## src/rtl/hs_chan_pkg.sv

```systemverilog
package hs_chan_pkg;

   typedef enum logic [1:0] {
      CH_IDLE    = 2'd0,
      CH_RX_WAIT = 2'd1,
      CH_TX_WAIT = 2'd2
   } chan_state_e;

   typedef enum logic {
      HS_TWO_PHASE  = 1'b0,
      HS_FOUR_PHASE = 1'b1
   } hs_proto_e;

   localparam int STATE_W = 2;

endpackage

```

## src/rtl/hs_tx.sv

```systemverilog
module hs_tx #(
   parameter int                    WIDTH = 8,
   parameter hs_chan_pkg::hs_proto_e PROTO = hs_chan_pkg::HS_TWO_PHASE
) (
   input  logic             clk,
   input  logic             rst_n,
   input  logic             snd_valid,
   input  logic [WIDTH-1:0] snd_data,
   output logic             snd_ready,
   input  logic             link_ack,
   output logic             link_req,
   output logic [WIDTH-1:0] link_data
);

   logic [WIDTH-1:0] data_q;
   assign link_data = data_q;

   if (PROTO == hs_chan_pkg::HS_FOUR_PHASE) begin : g_four
      typedef enum logic [1:0] {TX_IDLE, TX_RAISED, TX_DROPPED} tx_st_e;
      tx_st_e st_q;
      logic   req_q;

      always_ff @(posedge clk) begin
         if (!rst_n) begin
            st_q   <= TX_IDLE;
            req_q  <= 1'b0;
            data_q <= '0;
         end else begin
            case (st_q)
               TX_IDLE: if (snd_valid) begin
                  data_q <= snd_data;
                  req_q  <= 1'b1;
                  st_q   <= TX_RAISED;
               end
               TX_RAISED: if (link_ack) begin
                  req_q <= 1'b0;
                  st_q  <= TX_DROPPED;
               end
               TX_DROPPED: if (!link_ack) st_q <= TX_IDLE;
               default: st_q <= TX_IDLE;
            endcase
         end
      end

      assign snd_ready = (st_q == TX_IDLE);
      assign link_req  = req_q;
   end else begin : g_two
      logic busy_q;
      logic phase_q;
      logic req_q;

      always_ff @(posedge clk) begin
         if (!rst_n) begin
            busy_q  <= 1'b0;
            phase_q <= 1'b1;
            req_q   <= 1'b0;
            data_q  <= '0;
         end else if (!busy_q) begin
            if (snd_valid) begin
               data_q <= snd_data;
               req_q  <= phase_q;
               busy_q <= 1'b1;
            end
         end else if (link_ack == phase_q) begin
            phase_q <= ~phase_q;
            busy_q  <= 1'b0;
         end
      end

      assign snd_ready = !busy_q;
      assign link_req  = req_q;
   end

endmodule

```

## src/rtl/hs_rx.sv

```systemverilog
module hs_rx #(
   parameter int                    WIDTH = 8,
   parameter hs_chan_pkg::hs_proto_e PROTO = hs_chan_pkg::HS_TWO_PHASE
) (
   input  logic             clk,
   input  logic             rst_n,
   input  logic             rcv_req,
   input  logic             link_req,
   input  logic [WIDTH-1:0] link_data,
   output logic             link_ack,
   output logic             rcv_valid,
   output logic [WIDTH-1:0] rcv_data,
   output logic             rx_waiting
);

   logic [WIDTH-1:0] cap_q;
   logic             vld_q;
   logic             ack_q;

   assign rcv_data  = cap_q;
   assign rcv_valid = vld_q;
   assign link_ack  = ack_q;

   if (PROTO == hs_chan_pkg::HS_FOUR_PHASE) begin : g_four
      typedef enum logic [1:0] {RX_IDLE, RX_WAIT, RX_HOLD} rx_st_e;
      rx_st_e st_q;

      always_ff @(posedge clk) begin
         if (!rst_n) begin
            st_q  <= RX_IDLE;
            ack_q <= 1'b0;
            vld_q <= 1'b0;
            cap_q <= '0;
         end else begin
            vld_q <= 1'b0;
            case (st_q)
               RX_IDLE: if (rcv_req) st_q <= RX_WAIT;
               RX_WAIT: if (link_req) begin
                  cap_q <= link_data;
                  ack_q <= 1'b1;
                  vld_q <= 1'b1;
                  st_q  <= RX_HOLD;
               end
               RX_HOLD: if (!link_req) begin
                  ack_q <= 1'b0;
                  st_q  <= RX_IDLE;
               end
               default: st_q <= RX_IDLE;
            endcase
         end
      end

      assign rx_waiting = (st_q == RX_WAIT);
   end else begin : g_two
      logic wait_q;
      logic phase_q;

      always_ff @(posedge clk) begin
         if (!rst_n) begin
            wait_q  <= 1'b0;
            phase_q <= 1'b1;
            ack_q   <= 1'b0;
            vld_q   <= 1'b0;
            cap_q   <= '0;
         end else begin
            vld_q <= 1'b0;
            if (!wait_q) begin
               if (rcv_req) wait_q <= 1'b1;
            end else if (link_req == phase_q) begin
               cap_q   <= link_data;
               ack_q   <= phase_q;
               phase_q <= ~phase_q;
               vld_q   <= 1'b1;
               wait_q  <= 1'b0;
            end
         end
      end

      assign rx_waiting = wait_q;
   end

endmodule

```

## src/rtl/hs_status.sv

```systemverilog
module hs_status #(
   parameter hs_chan_pkg::hs_proto_e PROTO = hs_chan_pkg::HS_TWO_PHASE
) (
   input  logic                            link_req,
   input  logic                            link_ack,
   input  logic                            rx_waiting,
   output logic [hs_chan_pkg::STATE_W-1:0] chan_state,
   output logic                            chan_busy
);

   logic offered;

   if (PROTO == hs_chan_pkg::HS_FOUR_PHASE) begin : g_four
      assign offered = link_req & ~link_ack;
   end else begin : g_two
      assign offered = link_req ^ link_ack;
   end

   hs_chan_pkg::chan_state_e st;

   always_comb begin
      if (offered)         st = hs_chan_pkg::CH_TX_WAIT;
      else if (rx_waiting) st = hs_chan_pkg::CH_RX_WAIT;
      else                 st = hs_chan_pkg::CH_IDLE;
   end

   assign chan_state = st;
   assign chan_busy  = (st != hs_chan_pkg::CH_IDLE);

endmodule

```

## src/rtl/hs_channel.sv

```systemverilog
module hs_channel #(
   parameter int                    WIDTH = 8,
   parameter hs_chan_pkg::hs_proto_e PROTO = hs_chan_pkg::HS_TWO_PHASE
) (
   input  logic             clk,
   input  logic             rst_n,
   input  logic             snd_valid,
   input  logic [WIDTH-1:0] snd_data,
   output logic             snd_ready,
   input  logic             rcv_req,
   output logic             rcv_valid,
   output logic [WIDTH-1:0] rcv_data,
   output logic             peek_valid,
   output logic [WIDTH-1:0] peek_data,
   output logic [1:0]       chan_state,
   output logic             chan_busy,
   output logic             link_req,
   output logic             link_ack,
   output logic [WIDTH-1:0] link_data
);

   if (WIDTH < 1) begin : g_bad_width
      $error("hs_channel: WIDTH must be at least 1");
   end
   if (hs_chan_pkg::STATE_W != 2) begin : g_bad_state_w
      $error("hs_channel: status encoding must be two bits wide");
   end

   logic rx_waiting;

   hs_tx #(.WIDTH(WIDTH), .PROTO(PROTO)) u_tx (
      .clk       (clk),
      .rst_n     (rst_n),
      .snd_valid (snd_valid),
      .snd_data  (snd_data),
      .snd_ready (snd_ready),
      .link_ack  (link_ack),
      .link_req  (link_req),
      .link_data (link_data)
   );

   hs_rx #(.WIDTH(WIDTH), .PROTO(PROTO)) u_rx (
      .clk        (clk),
      .rst_n      (rst_n),
      .rcv_req    (rcv_req),
      .link_req   (link_req),
      .link_data  (link_data),
      .link_ack   (link_ack),
      .rcv_valid  (rcv_valid),
      .rcv_data   (rcv_data),
      .rx_waiting (rx_waiting)
   );

   hs_status #(.PROTO(PROTO)) u_status (
      .link_req   (link_req),
      .link_ack   (link_ack),
      .rx_waiting (rx_waiting),
      .chan_state (chan_state),
      .chan_busy  (chan_busy)
   );

   assign peek_valid = (chan_state == hs_chan_pkg::CH_TX_WAIT);
   assign peek_data  = link_data;

endmodule

```

## config.mk

```make
export PLATFORM = sky130hd
export DESIGN_NAME = hs_channel
export DESIGN_NICKNAME = d
export VERILOG_FILES = /design/src/rtl/hs_chan_pkg.sv /design/src/rtl/hs_tx.sv /design/src/rtl/hs_rx.sv /design/src/rtl/hs_status.sv /design/src/rtl/hs_channel.sv
export SDC_FILE = /design/constraint.sdc
export NUM_CORES = 1
export LEC_CHECK = 0
export CAP_MARGIN = 20
export CORE_MARGIN = 3
export CORE_UTILIZATION = 34
export DETAILED_ROUTE_END_ITERATION = 16
export PLACE_DENSITY = 0.67
export SYNTH_ARGS = -nofsm -noshare
export SYNTH_HDL_FRONTEND = slang
export SYNTH_SLANG_ARGS = --single-unit
```

## constraint.sdc

```tcl
create_clock -name clk -period 1.7 [get_ports clk]
set_clock_uncertainty 0.2 [all_clocks]
set_input_delay 0.425 -clock clk [delete_from_list [all_inputs] [get_ports clk]]
set_output_delay 0.425 -clock clk [all_outputs]
set_load 0.05 [all_outputs]
```

Word-level counts from Yosys, hierarchy flattened
Cells that the tools add are included. Widths: inputs -> output; s select.

Word-level logic and storage cells: 31. Output and inout bits: 32. Memories: 0. Latch bits: 0. Memory bits (writable): 0. Bits in read-only memories: 0. Register bits: 23. Input port bits: 12.

Multipliers: 0. Shift operators: 0. Equality and inequality tests: 3. Bitwise gates (word level): 4. $lt $le $gt $ge: 0. Reductions and logical operators: 6. Divide/modulo/power cells: 0. $add $sub $neg: 0. Multiplexer cells: 9.

Operator list (number): $mux 1 (8); $reduce_and 2->1 (4); $not 1->1 (3); $eq 1x1->1 (2); $eq 2x2->1 const B (1); $mux 2 (1); $reduce_bool 2->1 (1); $logic_not 1->1 (1); $xor 1x1->1 (1).

Longest topological paths before layout
Gate-level depths: netlist of run 1.

Depth in word-level cells: 3. Mapped depth: 5. Mapped depth without buffers: 3.

Modules after synthesis
From an unflattened synthesis of run 1, not the netlist that was laid out.

Cells, all modules: 115. Area, all modules: 1026.0 sq um.

Modules (own cells, without submodules): hs_rx (instances 1, cells each 51, seq. area each 240.2 sq um, area each 466.7 sq um); hs_tx (instances 1, cells each 50, seq. area each 220.2 sq um, area each 452.9 sq um); hs_channel (instances 1, cells each 9, seq. area each 0.0 sq um, area each 73.8 sq um); hs_status (instances 1, cells each 5, seq. area each 0.0 sq um, area each 32.5 sq um).

Least setup slack after synthesis of run 1
Ideal clock, no wire load.

Path kind: flip-flop to output port. Start: register u_rx.ack_q, in the netlist u_rx.link_ack. End: output peek_valid. Stages on the path, launching flop included: 3. Data arrival time: 1.638 ns. Data required time: 1.075 ns. Path buffers: 1. Slack: -0.563 ns. Cells stage by stage: dfxtp_1 -> buf_2 -> xor2_1.

Cells in the longest elaborated chain, start to end: 3.

RTL lines: start, declared (line hs_rx.sv:18) `logic ack_q;`; start signal, assigned (line hs_rx.sv:71) `ack_q <= phase_q;`; $xor 1x1->1 (line hs_status.sv:16) `assign offered = link_req ^ link_ack;`; $mux 2 (line hs_status.sv:22) `if (offered) st = hs_chan_pkg::CH_TX_WAIT;`; $eq 2x2->1 (line hs_channel.sv:62) `assign peek_valid = (chan_state == hs_chan_pkg::CH_TX_WAIT);`; end, declared (line hs_channel.sv:13) `output logic peek_valid,`.

Every way passes these cells.

Worst setup path in the final report of run 1
Start: register u_tx.g_two.req_q, in the netlist u_tx.link_req. End: output chan_state[0].

Cells in the longest elaborated chain, start to end: 2.

RTL lines: start, declared (line hs_tx.sv:50) `logic req_q;`; start signal, assigned (line hs_tx.sv:61) `req_q <= phase_q;`; $xor 1x1->1 (line hs_status.sv:16); $mux 2 (line hs_status.sv:22); end, declared (line hs_channel.sv:15) `output logic [1:0] chan_state,`.

Every way passes these cells.

==> results.toml, run 1 <==
[worst_setup_path]
crit_fanout = 2
r2r_slack_ns = 0.09
path_class = "reg2out"
r2r-start = "u_tx.link_req$_SDFFE_PN0P_"
reg2regPathDepth = 5
worstReg2RegEnd = "u_rx.rcv_data[1]$_SDFFE_PN0P_"
end_kind = "output port"
worstPathArrival_ns = 1.26
startpoint_type = "flop"
worstPathRequired_ns = 1.07

[synth]
synth_xor_area_share_pct = 3.50
seq_area_frac_synth_pct = 46.0
yosysTopAreaCellShare_pct = 46.0
yosys-top-cells-area = "dfxtp_1, nand2_1, mux2i_1, a21boi_0, buf_4"
synth.avg_cell_area_sq_um = 8.56
synth_seq_cells = 23
synthesis.nets = 129
synth_top_area_cell = "dfxtp_1"
yosysWarnings = 0
synth_compound_area_share_pct = 10.9
synth_area_sq_um = 1000
synth_adder_area_share_pct = 0
synth-simple-area-share_pct = 19.3
synth_cell_types = 19
muxShareOfSynthArea_pct = 8.00
synth_top_family_by_area = "simple AND/OR/NAND/NOR gates"
syn_inst = 117

[placement]
dp_hpwl_microns = 1810
place_area_sq_um = 1780
place_congestion = 0.697
dp_cells = 179
io_buffers = 43

[cts]
cts_hold_buf = 0
clk_latency_ns = 0.33
cts_inserted_buffers = 3
path_clk_slew_ns = 0.13
cts_tree = "built"
clockBufferDepth = 2
cts_root_buf = "clkbuf_4"
h-tree-depth = 1
cts.sinks = 23

[sta]
setup-violations-final = 4
tightest_slew_ns = 0.338
rsz0062_at_grt = "yes"
fin_crit_ns = 1.88
hold_slack_ns = 0.302
finalWorstSetupSlack_ns = -0.182
finalHoldViolCount = 0
drv_slew = 0
worst_slew_margin_rel_pct = 77.4
timing.fmax_mhz = 531
finalCritPeriodShare_pct = 111

[power]
comb_power_share_pct = 41.3
pwr_density_cell_nw_per_um2 = 821
power_switching_mw = 0.538
seqPwrFrac_pct = 40.9
p_leak_nw = 0.717
vdd_drop_max_mv = 0.530
swShare_pct = 35.8
p_int_mw = 0.966
p_clk_share_pct = 17.8

[cells_and_area]
drive_gt1_share_pct = 33.3
fin_cells = 184
syn_to_final_growth_pct = 83.1
fin_nets = 166
diodes = 0
final_area_sq_um = 1830

[route]
drc_errors = 0
drtAntennaViolNets = 0
totalWireLength_microns = 2430
vias = 863
avgViaCountPerCell = 4.69
dr.pass1.iters = 2
drt_iter0_markers = 22
wl_per_cell_microns = 13.2

[floorplanning]
initial_core_util_pct = 36.0
io_pins = 44
die-area_sq_um = 3630
design.core.area_sq_um = 2780
die_w_microns = 60.3
die_height_microns = 60.3
rows = 19

[global_routing]
overflow = 0
grt_pass1_vias = 884
grt_max_degree = 32
grtUsageTotal_pct = 15.2
antenna_found_initial = 0
grt_first_pass_wirelength_microns = 4050

[worst_hold_path]
hp-class = "reg2reg"
min_from = "u_rx.g_two.phase_q$_SDFFE_PN1P_"
hold_path_depth = 2
holdPathEnd = "u_rx.link_ack$_SDFFE_PN0P_"

[run_status]
violations = "setup timing"
status = "complete, but fails checks"

[run]
cap_violations = 0
[layout make-up]
cell class | instances | area, sq um
sequential | 23 | 469
multi-input combinational | 75 | 469
clock inverter | 1 | 5.00
fill | 217 | 948
timing repair buffer | 49 | 821
inverter | 2 | 7.51
tap | 31 | 38.8
clock buffer | 3 | 22.5
[power groups by stage]
| stage | clock [mW] | sequential (mW) | combinational [mW] |
|---|---|---|---|
| after global placement | 0 | 0.625 | 0.594 |
| after floorplan | 0 | 0.673 | 0.281 |
| after detailed placement | 0 | 0.627 | 0.602 |
| final | 0.268 | 0.615 | 0.622 |
| after global routing | 0.298 | 0.620 | 0.650 |
| after CTS | 0.273 | 0.615 | 0.626 |
[per-stage QoR]
stage	util [%]	TNS [ns]	setup slack [ns]	power, mW
after CTS	65.9	-0.587	-0.189	1.51
after global placement	64.1	0	0.0415	1.22
after detailed placement	64.1	-0.0179	-0.00764	1.23
after floorplan	-	0	0.00865	0.955
after global routing	65.9	-0.829	-0.241	1.57
final	65.9	-0.554	-0.182	1.50
[metal layers]
| layer | vias to the layer above | wire [microns] | share of wire, % | track usage, % |
|---|---|---|---|---|
| li1 | 429 | - | - | - |
| met1 | 402 | 992 | 41 | 19.7 |
| met2 | 25 | 1240 | 51 | 23.0 |
| met3 | 7 | 135 | 5.6 | 3.46 |
| met4 | 0 | 67 | 2.8 | 8.54 |
| met5 | - | 0 | 0 | 0 |
[synthesized netlist by cell type, drive strengths merged]
master and count:
a21boi 10, a21o 1, a21oi 1, and2 1
and3 1, buf 14, clkbuf 3, dfxtp 23
inv 2, mux2i 8, nand2 39, nand2b 2
nor2 2, nor2b 2, o21ai 4, xnor2 1
xor2 3
[layout by cell type (no fill, tap or decap)]
| cell | n |
|---|---|
| nand2b_4 | 1 |
| clkinv_2 | 1 |
| a21boi_0 | 10 |
| mux2i_1 | 8 |
| nor2b_1 | 2 |
| and2_1 | 1 |
| dfxtp_1 | 20 |
| nor2_1 | 1 |
| buf_12 | 34 |
| xnor2_1 | 1 |
| buf_4 | 4 |
| xor2_4 | 2 |
| nand2_1 | 39 |
| a21o_2 | 1 |
| xor2_1 | 1 |
| clkdlybuf4s50_1 | 11 |
| dfxtp_2 | 1 |
| a21oi_1 | 1 |
| o21ai_0 | 4 |
| inv_1 | 2 |
| clkbuf_4 | 3 |
| dfxtp_4 | 2 |
| nor2_4 | 1 |
| nand2b_1 | 1 |
| and3_2 | 1 |
[what timing repair did]
action,4_1_cts,5_1_grt
pin swaps,1,0
resized for setup,0,1
setup buffers,1,0
endpoints found under the setup margin,4,7
[critical path, stage by stage, from the launching register on]
cell and delay [ns]:
dfxtp_4 0.39, xor2_4 0.19, buf_12 0.13, nor2_4 0.09
buf_12 0.14
[worst max path at each step]
stage	slack [ns]	end	cells past startpoint	startpoint
floorplan	0.009	chan_busy	3	u_rx.link_ack$_SDFFE_PN0P_
global placement	0.04	u_tx.link_data[0]$_SDFFE_PN0P_	5	snd_valid
detailed placement	-0.008	u_tx.link_req$_SDFFE_PN0P_	5	snd_valid
CTS	-0.19	chan_state[0]	4	u_tx.link_req$_SDFFE_PN0P_
global route	-0.24	chan_state[0]	4	u_tx.link_req$_SDFFE_PN0P_
finish	-0.18	chan_state[0]	4	u_tx.link_req$_SDFFE_PN0P_
[state kept, by name (all words and copies together), names as in the netlist]
| register | flops |
|---|---|
| u_rx.rx_waiting | 1 |
| u_rx.g_two.phase_q | 1 |
| u_tx.g_two.busy_q | 1 |
| u_tx.g_two.phase_q | 1 |
| u_rx.rcv_valid | 1 |
| u_tx.link_req | 1 |
| u_tx.link_data | 8 |
| u_rx.rcv_data | 8 |
| u_rx.link_ack | 1 |
[kinds of logic (layout without fill, tap and decap cells)]
| kind of cell | Yosys count | in the layout |
|---|---|---|
| flops | 23 | 23 |
| compound gates | 16 | 16 |
| buf+inv | 19 | 55 |
| simple gates | 47 | 47 |
| xor+xnor | 4 | 4 |
| mux | 8 | 8 |
Power figures use the tool's default switching activity.
==> inputs of run 2 (changes only) <==
Settings changed: PLACE_DENSITY 0.67 to 0.7.
Clock period 1.7 ns to 1.52 ns, I/O delays scaled along.
==> results.toml, run 2 (synthesis gave the netlist of run 1 again) <==
[floorplanning]
die_w_microns = 60.3
rows = 19
initial_core_util_pct = 36.0
die_height_microns = 60.3
die-area_sq_um = 3630
design.core.area_sq_um = 2780
io_pins = 44

[global_routing]
antenna_found_initial = 0
top_usage_layer = "met2"
grtUsageTotal_pct = 15.2
met3_usage_pct = 4.54
grt_pass1_vias = 882
overflow = 0
grt_max_degree = 32
grtUsageMet1_pct = 18.4
grt_util_met2_pct = 26.2
grt_first_pass_wirelength_microns = 4130

[route]
totalWireLength_microns = 2600
wl_per_cell_microns = 13.7
avgViaCountPerCell = 4.77
vias = 901
dr.pass1.iters = 4
drc_errors = 0
drtAntennaViolNets = 0
drt_iter0_markers = 12

[cells_and_area]
fin_nets = 171
drive_gt1_share_pct = 41.8
fillers = 223
mostFrequentLayoutCells = "nand2_1, buf_12, dfxtp_1, clkdlybuf4s50_1, a21boi_0"
register_area_sq_um = 492
final_common_cell = "nand2_1"
final_area_sq_um = 1890
diodes = 0
fin_cells = 189
multi_input_area_sq_um = 487
syn_to_final_growth_pct = 88.9

[sta]
tightest_slew_ns = 0.366
finalHoldViolCount = 0
finalWorstSetupSlack_ns = -0.272
hold_slack_ns = 0.311
timing.fmax_mhz = 558
drv_slew = 0
worst_slew_margin_rel_pct = 75.6
fin_crit_ns = 1.79
rsz0062_at_grt = "yes"
setup-violations-final = 6
finalCritPeriodShare_pct = 118
tns_ns = -1.10

[power]
p_int_mw = 1.09
comb_power_share_pct = 42.1
power_switching_mw = 0.589
p_clk_share_pct = 16.9
vdd_drop_max_mv = 0.676
seqPwrFrac_pct = 41.0
p_leak_nw = 0.751
pwr_density_cell_nw_per_um2 = 886
swShare_pct = 35.2

[cts]
cts_inserted_buffers = 3
cts.sinks = 23
clk_latency_ns = 0.30
cts_hold_buf = 0
cts_tree = "built"
cts_root_buf = "clkbuf_4"
clockBufferDepth = 2
path_clk_slew_ns = 0.13
h-tree-depth = 1

[worst_setup_path]
end_kind = "output port"
path_class = "reg2out"
startpoint_type = "flop"
crit_fanout = 4
worstPathRequired_ns = 0.94
r2r_slack_ns = 0.10
worstPathArrival_ns = 1.21

[worst_hold_path]
hp-class = "reg2reg"

[placement]
place_congestion = 0.734
io_buffers = 43
pre_cts_ws_ns = -0.199
place_area_sq_um = 1810
dp_cells = 181
dp_hpwl_microns = 2000

[run]
cap_violations = 0

[run_status]
violations = "setup timing"
status = "complete, but fails checks"
run 2: cell count changes in the layout (fill, tap and decap cells not counted), sizes merged:
cell	delta
and2	+1
buf	+4
run 2: layout make-up:
type | count | area share, %
clock buffer | 3 | 1.19
clock inverter | 1 | 0.265
inverter | 2 | 0.397
multi-input combinational | 76 | 25.7
sequential | 23 | 26.0
tap | 31 | 2.05
timing repair buffer | 53 | 44.3
run 2: per-layer routing:
layer,wire (microns),part of all wire (%),vias to the layer above
met2,1370,53,26
met3,184,7.1,2
met4,18,0.69,0
met5,0,0,-
met1,1030,40,433
li1,-,-,440
run 2: power by group through the flow:
stage | Clock (mW) | Sequential, mW | Combinational, mW
6_report | 0.283 | 0.686 | 0.706
2_1_floorplan | 0 | 0.755 | 0.321
4_1_cts | 0.284 | 0.692 | 0.707
5_1_grt | 0.317 | 0.694 | 0.740
3_3_place_gp | 0 | 0.703 | 0.674
3_5_place_dp | 0 | 0.706 | 0.688
run 2: path summary, 6_finish.rpt:
check | startpoint | end | depth (start not counted)
max | u_tx.link_req$_SDFFE_PN0P_ | chan_busy | 3
min | u_rx.rcv_data[4]$_SDFFE_PN0P_ | u_rx.rcv_data[4]$_SDFFE_PN0P_ | 2
max reg2reg | u_tx.link_req$_SDFFE_PN0P_ | u_rx.rcv_data[1]$_SDFFE_PN0P_ | 4
min reg2reg | u_rx.rcv_data[4]$_SDFFE_PN0P_ | u_rx.rcv_data[4]$_SDFFE_PN0P_ | 2
run 2: stage by stage:
step	util, %	power [mW]
3_5_place_dp	65.1	1.39
5_1_grt	68.0	1.75
3_3_place_gp	65.1	1.38
2_1_floorplan	-	1.08
4_1_cts	67.3	1.68
6_report	68.0	1.68
run 2: critical path, stage by stage, from the launching register on:
cell	delay (ns)
dfxtp_4	0.40
xor2_4	0.20
nand2b_4	0.17
buf_12	0.13
run 2: timing repair:
action / CTS / global route
resized for setup: 9 / 7
setup buffers: 3 / 1
setup endpoints to repair: 23 / 23
endpoints found under the hold margin: 0 / 0
cloned: 0 / 1
pin swaps: 1 / 4
==> inputs of run 3 (changes only) <==
Settings changed: CORE_ASPECT_RATIO set to 1.25.
==> results.toml, run 3 (synthesis gave the netlist of run 1 again) <==
[cts]
clockBufferDepth = 2
clk_latency_ns = 0.30
cts_hold_buf = 0
h-tree-depth = 1
cts.sinks = 23
cts_inserted_buffers = 3
path_clk_slew_ns = 0.11
cts_tree = "built"
cts_root_buf = "clkbuf_4"

[route]
drt_iter0_markers = 18
totalWireLength_microns = 2380
drc_errors = 0
drtAntennaViolNets = 0
dr.pass1.iters = 4
vias = 886
wl_per_cell_microns = 12.2
avgViaCountPerCell = 4.57

[worst_setup_path]
reg2regPathDepth = 5
end_kind = "output port"
crit_fanout = 3
startpoint_type = "flop"
critPathTopFamily = "flip-flops"
worstReg2RegEnd = "u_rx.rcv_data[1]$_SDFFE_PN0P_"
max_stage_delay_ns = 0.38
worstPathRequired_ns = 0.94
worstPathArrival_ns = 1.21
path_buf_inv = 2
r2r_slack_ns = 0.07
path_cells = "xor2_4 -> buf_6 -> nor2_4 -> buf_12"
path_class = "reg2out"
cp.depth = 4
crit_path_top_delay_cell = "dfxtp_4"
r2r-start = "u_tx.link_req$_SDFFE_PN0P_"

[placement]
place_area_sq_um = 1820
dp_hpwl_microns = 1810
io_buffers = 43
dp_cells = 185
place_congestion = 0.713

[cells_and_area]
syn_to_final_growth_pct = 91.4
utilization_pct = 69.4
final_area_sq_um = 1920
final_common_cell = "nand2_1"
fin_nets = 173
fillers = 219
fin_cells = 194
drive_gt1_share_pct = 42.5
diodes = 0
mostFrequentLayoutCells = "nand2_1, buf_12, dfxtp_1, clkdlybuf4s50_1"

[sta]
tightest_slew_ns = 0.355
finalWorstSetupSlack_ns = -0.268
timing.fmax_mhz = 559
worst_slew_margin_rel_pct = 76.4
setup-violations-final = 6
drv_slew = 0
rsz0062_at_grt = "yes"
finalHoldViolCount = 0
fin_crit_ns = 1.79
finalCritPeriodShare_pct = 118

[floorplanning]
rows = 21
die_w_microns = 54.5
initial_core_util_pct = 36.3
die_height_microns = 66.7
die-area_sq_um = 3640
io_pins = 44
design.core.area_sq_um = 2760

[power]
pwr_density_cell_nw_per_um2 = 879
p_leak_nw = 0.765
vdd_drop_max_mv = 0.582

[global_routing]
grtUsageMet1_pct = 18.0
top_usage_layer = "met2"
grt_pass1_vias = 907
grt_max_degree = 32
grt_first_pass_wirelength_microns = 3950
grt_util_met2_pct = 24.7
antenna_found_initial = 0
met3_usage_pct = 3.58
overflow = 0
grtUsageTotal_pct = 14.2

[worst_hold_path]
hold_path_depth = 2
hp-class = "reg2reg"
min_from = "u_rx.rcv_data[4]$_SDFFE_PN0P_"
holdPathEnd = "u_rx.rcv_data[4]$_SDFFE_PN0P_"

[run_status]
status = "complete, but fails checks"
violations = "setup timing"

[run]
cap_violations = 0
==> run 3: changes by cell type in the layout (fill, tap and decap cells not counted) <==
cell,previous run,this run
buf_6,0,1
dfxtp_2,4,8
and2_2,1,0
dfxtp_4,7,3
buf_4,9,10
buf_12,33,34
==> run 3: worst reg2reg max path, cell delays in order (launching register included) <==
cell     delay (ns)
dfxtp_4        0.39
buf_4          0.15
xnor2_2        0.13
and2_4         0.18
buf_12         0.13
mux2i_1        0.20
==> run 3: stage by stage <==
stage	TNS, ns	hold WS (ns)	power, mW	setup WS (ns)
after floorplan	-0.195	0.252	1.08	-0.0769
after global placement	-0.866	0.263	1.38	-0.106
after detailed placement	-1.51	0.275	1.40	-0.171
after CTS	-1.27	0.297	1.68	-0.275
after global routing	-1.50	0.337	1.76	-0.313
final	-1.19	0.307	1.68	-0.268
==> run 3: worst max path at each step <==
stage,to,from,slack [ns]
final,chan_state[0],u_rx.link_ack$_SDFFE_PN0P_,-0.27
after global routing,chan_state[0],u_rx.link_ack$_SDFFE_PN0P_,-0.31
after CTS,peek_valid,u_tx.link_req$_SDFFE_PN0P_,-0.28
after detailed placement,u_tx.link_data[5]$_SDFFE_PN0P_,snd_valid,-0.17
after global placement,u_tx.link_data[4]$_SDFFE_PN0P_,snd_valid,-0.11
after floorplan,chan_busy,u_rx.link_ack$_SDFFE_PN0P_,-0.08
==> run 3: final cells by class <==
cell class,count,area [sq um],area share [%]
Clock buffer,3,22.5,1.18
Clock inverter,1,5.00,0.261
Inverter,2,7.51,0.392
Multi-Input combinational cell,75,479,25.0
Sequential cell,23,482,25.1
Tap cell,34,42.5,2.22
Timing Repair Buffer,56,877,45.8
==> run 3: metal layers <==
metal	vias up	share of wire [%]
met4	0	0
met5	-	0
li1	444	-
met2	34	52
met3	0	8.0
met1	408	40
==> run 3: what timing repair did <==
action | CTS | global route
resized for setup | 10 | 3
hold endpoints to repair | 0 | 0
buffers inserted | 2 | 3
pin swaps | 0 | 2
cloned | 0 | 0
setup endpoints to repair | 23 | 14
==> run 3: report_power, final <==
group          total, mW  internal (mW)  switching (mW)
Clock              0.268         0.0978           0.170
Sequential         0.688          0.638          0.0499
Combinational      0.729          0.371           0.357
